===== config.mk =====
export PLATFORM = sky130hd
export DESIGN_NAME = dlut_unit
export DESIGN_NICKNAME = d
export VERILOG_FILES = /design/src/rtl/dlut_pkg.sv /design/src/rtl/dlut_decode.sv /design/src/rtl/dlut_table_sel.sv /design/src/rtl/dlut_bit_array.sv /design/src/rtl/dlut_unit.sv
export SDC_FILE = /design/constraint.sdc
export NUM_CORES = 1
export LEC_CHECK = 0
export ABC_AREA = 1
export BUFFER_PORTS_ARGS = -buffer_cell sky130_fd_sc_hd__buf_2
export CAP_MARGIN = 15
export CELL_PAD_IN_SITES_DETAIL_PLACEMENT = 0
export CELL_PAD_IN_SITES_GLOBAL_PLACEMENT = 1
export CORE_UTILIZATION = 25
export DETAILED_ROUTE_END_ITERATION = 12
export PLACE_DENSITY = 0.83
export SKIP_LAST_GASP = 1
export SYNTH_ARGS = -nofsm -noshare
export SYNTH_HDL_FRONTEND = slang
export SYNTH_HIERARCHICAL = 1
export SYNTH_SLANG_ARGS = --single-unit

===== constraint.sdc =====
create_clock -name clk -period 1 [get_ports clk]
set_input_delay 0.05 -clock clk [delete_from_list [all_inputs] [get_ports clk]]
set_output_delay 0.05 -clock clk [all_outputs]
set_load 0.1 [all_outputs]

===== src/rtl/dlut_pkg.sv =====
package dlut_pkg;

   localparam int INSTR_W = 32;
   localparam int NIB_W   = 4;

   // Word fields in MSB-first order: word bit 31 is big-endian bit 0.
   typedef struct packed {
      logic [5:0] pri_op;
      logic [4:0] dst;
      logic [4:0] src_a;
      logic [4:0] src_b;
      logic [4:0] src_tab;
      logic       hi_half;
      logic [4:0] ext_op;
   } dlut_word_t;

endpackage


===== src/rtl/dlut_decode.sv =====
module dlut_decode
   import dlut_pkg::*;
#(
   parameter logic [5:0] PRI_OP = 6'd22,
   parameter logic [4:0] EXT_OP = 5'd9
) (
   input  logic [INSTR_W-1:0] instr,
   output logic [4:0]         dst,
   output logic               hi_half,
   output logic               match
);
   dlut_word_t w;

   always_comb begin
      w       = dlut_word_t'(instr);
      dst     = w.dst;
      hi_half = w.hi_half;
      match   = (w.pri_op == PRI_OP) && (w.ext_op == EXT_OP);
   end
endmodule


===== src/rtl/dlut_table_sel.sv =====
module dlut_table_sel
   import dlut_pkg::*;
#(
   parameter int XLEN = 64
) (
   input  logic [XLEN-1:0]  rc,
   input  logic             hi_half,
   output logic [NIB_W-1:0] nib
);
   initial begin
      if (XLEN < 2*NIB_W) $error("dlut_table_sel: XLEN too small for two nibbles");
   end

   always_comb begin
      nib = hi_half ? rc[2*NIB_W-1:NIB_W] : rc[NIB_W-1:0];
   end
endmodule


===== src/rtl/dlut_bit_array.sv =====
module dlut_bit_array
   import dlut_pkg::*;
#(
   parameter int XLEN = 64
) (
   input  logic [XLEN-1:0]  a,
   input  logic [XLEN-1:0]  b,
   input  logic [NIB_W-1:0] nib,
   output logic [XLEN-1:0]  y
);
   // Entry j = {a,b} sits at nibble bit (3 - j).
   for (genvar k = 0; k < XLEN; k++) begin : g_bit
      always_comb begin
         unique case ({a[k], b[k]})
            2'b00:   y[k] = nib[3];
            2'b01:   y[k] = nib[2];
            2'b10:   y[k] = nib[1];
            default: y[k] = nib[0];
         endcase
      end
   end
endmodule


===== src/rtl/dlut_unit.sv =====
module dlut_unit
   import dlut_pkg::*;
#(
   parameter int         XLEN   = 64,
   parameter logic [5:0] PRI_OP = 6'd22,
   parameter logic [4:0] EXT_OP = 5'd9
) (
   input  logic                 clk,
   input  logic                 rst,
   input  logic                 in_valid,
   input  logic [INSTR_W-1:0]   in_instr,
   input  logic [XLEN-1:0]      in_ra,
   input  logic [XLEN-1:0]      in_rb,
   input  logic [XLEN-1:0]      in_rc,
   output logic                 out_valid,
   output logic                 out_not_mine,
   output logic [XLEN-1:0]      out_rt,
   output logic [4:0]           out_rt_idx
);
   initial begin
      if (XLEN < 8) $error("dlut_unit: XLEN must be at least 8");
   end

   logic [4:0]       dst;
   logic             hi_half;
   logic             match;
   logic [NIB_W-1:0] nib;
   logic [XLEN-1:0]  lut_y;

   dlut_decode #(.PRI_OP(PRI_OP), .EXT_OP(EXT_OP)) dec_i (
      .instr(in_instr), .dst(dst), .hi_half(hi_half), .match(match)
   );

   dlut_table_sel #(.XLEN(XLEN)) sel_i (
      .rc(in_rc), .hi_half(hi_half), .nib(nib)
   );

   dlut_bit_array #(.XLEN(XLEN)) arr_i (
      .a(in_ra), .b(in_rb), .nib(nib), .y(lut_y)
   );

   always_ff @(posedge clk) begin
      if (rst) begin
         out_valid    <= 1'b0;
         out_not_mine <= 1'b0;
         out_rt       <= '0;
         out_rt_idx   <= '0;
      end else begin
         out_valid    <= in_valid;
         out_not_mine <= in_valid && !match;
         out_rt       <= (in_valid && match) ? lut_y : '0;
         out_rt_idx   <= dst;
      end
   end
endmodule


---- Word-level counts from Yosys, hierarchy flattened ----
Cells that the tools add are included.
storage, ports and cells
  register bits ........................... 71
  logic and storage cells ................. 269
operators by class
  equality and inequality tests ........... 130
  mux-type cells .......................... 65
  bitwise logic cells ..................... 1
  reductions and logical operators ........ 69
operators with widths
  operator                                       number
  case mux 1 bit (3 select lines)                64
  == test 2 x 1 -> 1 bit, second input constant  64
  == test 2 bit, second input constant           64
  zero test 2 bit                                64
  == test 6 x 5 -> 1 bit, second input constant  1
  == test 5 x 4 -> 1 bit, second input constant  1
  two-way mux 4 bit                              1
  logical AND 1 bit                              3
  OR reduction 2 bit                             1
  zero test 1 bit                                1
  NOT 1 bit                                      1

---- Depth between registers and ports, before layout ----
  depth after elaboration ................. 5
  gate-level depth with buffers ........... 11
  gate-level depth less buffers ........... 9

---- Modules after synthesis ----
The synthesis kept the hierarchy.
modules (own cells, without submodules)
  module          times used  cells an instance  area each (um^2)
  dlut_bit_array  1           604                2632.5
  dlut_unit       1           221                2195.9
  dlut_decode     1           18                 93.8
  dlut_table_sel  1           13                 48.8

---- Least setup slack after synthesis ----
OpenSTA, ideal clock, no wires.
  kind .................................... register to output
  start ................................... register out_not_mine
  end ..................................... output port out_not_mine
  arrival ................................. 909 ps
  required time ........................... 950 ps
  setup slack ............................. 41 ps
  stages on the path, launching flop included .. 1
  buffers on the path ..................... 0
  cell sequence ........................... dfxtp_1
RTL lines
  element                 RTL line         text
  from (decl)             dlut_unit.sv:16  output logic out_not_mine,
  from (signal assigned)  dlut_unit.sv:50  out_not_mine <= in_valid && !match;
No word-level cell between the ends.

---- Worst setup path after layout ----
  start ................................... register out_rt[46]
  end ..................................... output port out_rt[46]
RTL lines
  element                 RTL line         text
  from (decl)             dlut_unit.sv:17  output logic [XLEN-1:0] out_rt,
  from (signal assigned)  dlut_unit.sv:51  out_rt <= (in_valid && match) ? lut_y : '0;
No word-level cell between the ends.

==> impl_metrics.json <==
{
  "detail_route.wirelength_um": 15320,
  "root_buffer": "clkbuf_16",
  "met2_usage_pct": 26.88,
  "drt_first_iter_violations": 189,
  "fp.dieArea_um2": 20450,
  "fillers": 2013,
  "design.final.nets": 1307,
  "crit_path_max_fanout": 1,
  "grt-busiest-layer": "met2",
  "combinationalPowerShare_pct": 24.4,
  "max-cap-violations": 0,
  "power.share.sequential_pct": 34.4,
  "maxClockFrequency_ghz": 1.036,
  "layout.cells.most_common_list": "nand2_1, inv_1, buf_2",
  "chip_height_um": 143.0,
  "swShare_pct": 31.21,
  "netlist_area_um2": 4971,
  "crit_family": "flip-flops",
  "hold_violations": 0,
  "post-layout-total-power_mw": 8.289,
  "antenna_found_initial": 0,
  "postCtsSetupRepairBufs": 0,
  "portBuffers": 226,
  "hold_class": "input port to flip-flop",
  "synth.top_cell.area_share_pct": 28.59,
  "cp.required_ns": 0.95,
  "wire_length_of_the_first_global_routing_pass_um": 23740,
  "postSynthRegisterBits": 71,
  "cts_sinks": 71,
  "numCtsBuffers": 9,
  "rows": 51,
  "grt_pass1_vias": 4904,
  "floorplan.io_pins": 298,
  "clk_transition_reported_paths_ns": 0.06,
  "ir_drop_mv": 0.7017,
  "start_util_pct": 25.54,
  "floorplan.die.width_um": 143.0,
  "setup.worst_path.class": "flip-flop to output pin",
  "critical_path_buf_inv_count": 1,
  "grtUsageMet1_pct": 17.14,
  "power.density_nw_per_um2": 1067,
  "remaining_drc_errors": 0,
  "route.vias.total": 5458,
  "timing.critical_path.arrival_ns": 0.92,
  "final_min_period_over_clock_period_pct": 96.56,
  "seq_area_frac_synth_pct": 28.59,
  "met3_usage_pct": 4.259,
  "clock_tree_from_tritoncts": "built",
  "gr-usage-all-layers_pct": 15.05,
  "internal_power_mw": 5.702,
  "synth_fp_nets": 1083,
  "antenna_violating_nets_post_route": 0,
  "max_slew_violation_count": 0,
  "syn_to_final_growth_pct": 56.23,
  "run_status": "finished, final reports clean",
  "postSynthAreaPerCell_um2": 5.807,
  "synth_area_leader_cell": "dfxtp_1",
  "design.core.area_um2": 19460,
  "netlist_instances": 856,
  "worst_pin_slew_ns": 0.2501,
  "power.leakage_nw": 4.478,
  "timing.critical_path.slowest_cell_delay_ns": 0.39,
  "timing.final.crit_period_ns": 0.9656,
  "stdcell_count": 1350,
  "dpl.cell_count": 1328,
  "wl_per_cell_um": 11.35,
  "gp_routability_congestion": 0.7549,
  "drt_first_pass_iters": 5,
  "layout-drive-gt1-share_pct": 30.51,
  "power.share.clock_pct": 41.2,
  "power.net_switching_mw": 2.587,
  "crit_path_start_kind": "flip-flop",
  "synthDistinctLibCells": 14,
  "ys.warnings.count": 6,
  "grt_setup_unrepaired": "no",
  "fin_util_pct": 39.90,
  "worst_setup_end_kind": "output pin",
  "crit_slowest_cell": "dfxtp_1",
  "holdWs_ns": 0.02668,
  "n_diodes": 0,
  "setup_violations": 0,
  "maximum_number_of_pins_on_one_net_before_global_route_repair": 34,
  "timing.critical_path.cells": "buf_12",
  "mostFrequentLayoutCell": "nand2_1",
  "ctsHtreeMaxLevel": 3,
  "relSlewSlack_pct": 83.33,
  "synth.area.top_cells": "dfxtp_1, nand2_1, inv_1, nand3_1, nor2_2",
  "ctsLongestPathBuffers": 2,
  "grt.overflow.total": 0,
  "dp.final_hpwl_um": 11590,
  "avgViaCountPerCell": 4.043
}
[final timing paths]
kind,from,endpoint,cells after the start
setup / recovery,out_rt[46]$_SDFF_PP0_,out_rt[46],1
hold / removal,rst,out_rt_idx[4]$_SDFF_PP0_,3
[cells by family (layout without fill, tap and decap cells)]
kind of cell,after synthesis,in the layout,share of synthesized area [%]
AND/OR/NAND/NOR,541,541,47.47
buffers and inverters,244,473,23.94
flip-flops,71,71,28.59
[power groups by stage]
stage | registers [mW] | logic (mW) | clock network, mW
2_1_floorplan | 3.02 | 1.23 | 0
3_3_place_gp | 2.92 | 1.99 | 0
3_5_place_dp | 2.92 | 2.02 | 0
4_1_cts | 2.85 | 2.05 | 3.54
5_1_grt | 2.85 | 2.30 | 3.65
6_report | 2.86 | 2.02 | 3.41
[cell type report]
class / count / area (µm²) / area share (%)
clock buffer: 10 / 239.0 / 3.077
clock inverter: 6 / 68.82 / 0.8861
inverter: 207 / 787.0 / 10.13
multi-input combinational: 541 / 2360 / 30.39
sequential: 71 / 1425 / 18.35
tap: 265 / 331.6 / 4.269
timing repair buffer: 250 / 2555 / 32.90
[stage by stage]
stage	area (µm²)	setup TNS, ns	setup WS [ns]
2_1_floorplan	4971	0	0.04102
3_3_place_gp	7395	-4.268	-0.08813
3_5_place_dp	7395	-5.304	-0.1131
4_1_cts	7764	0	0.003913
5_1_grt	7766	0	0.001258
6_report	7766	0	0.03440
[cells in the mapped netlist (all sizes together)]
library cell / instances
buf: 31
nand3: 130
clkbuf: 6
inv: 207
nor3: 1
dfxtp: 71
nor2: 74
nand2: 336
[state kept, by name (all words and copies together), names as in the netlist]
| register | cells |
|---|---|
| out_not_mine | 1 |
| out_rt | 64 |
| out_valid | 1 |
| out_rt_idx | 5 |
[per-layer routing]
| layer | part of all wire (%) | up-vias |
|---|---|---|
| met3 | 6.7 | 19 |
| met5 | 0 | - |
| met1 | 42 | 2370 |
| met2 | 50 | 154 |
| met4 | 1.5 | 0 |
| li1 | - | 2915 |
[what timing repair did]
action                                  in CTS  in global routing
gates cloned                                 0                  0
resized for setup                            1                  2
hold buffers                                 6                  0
endpoints found under the setup margin       1                  2
endpoints found under the hold margin        7                  0
Power figures use the tool's default switching activity.
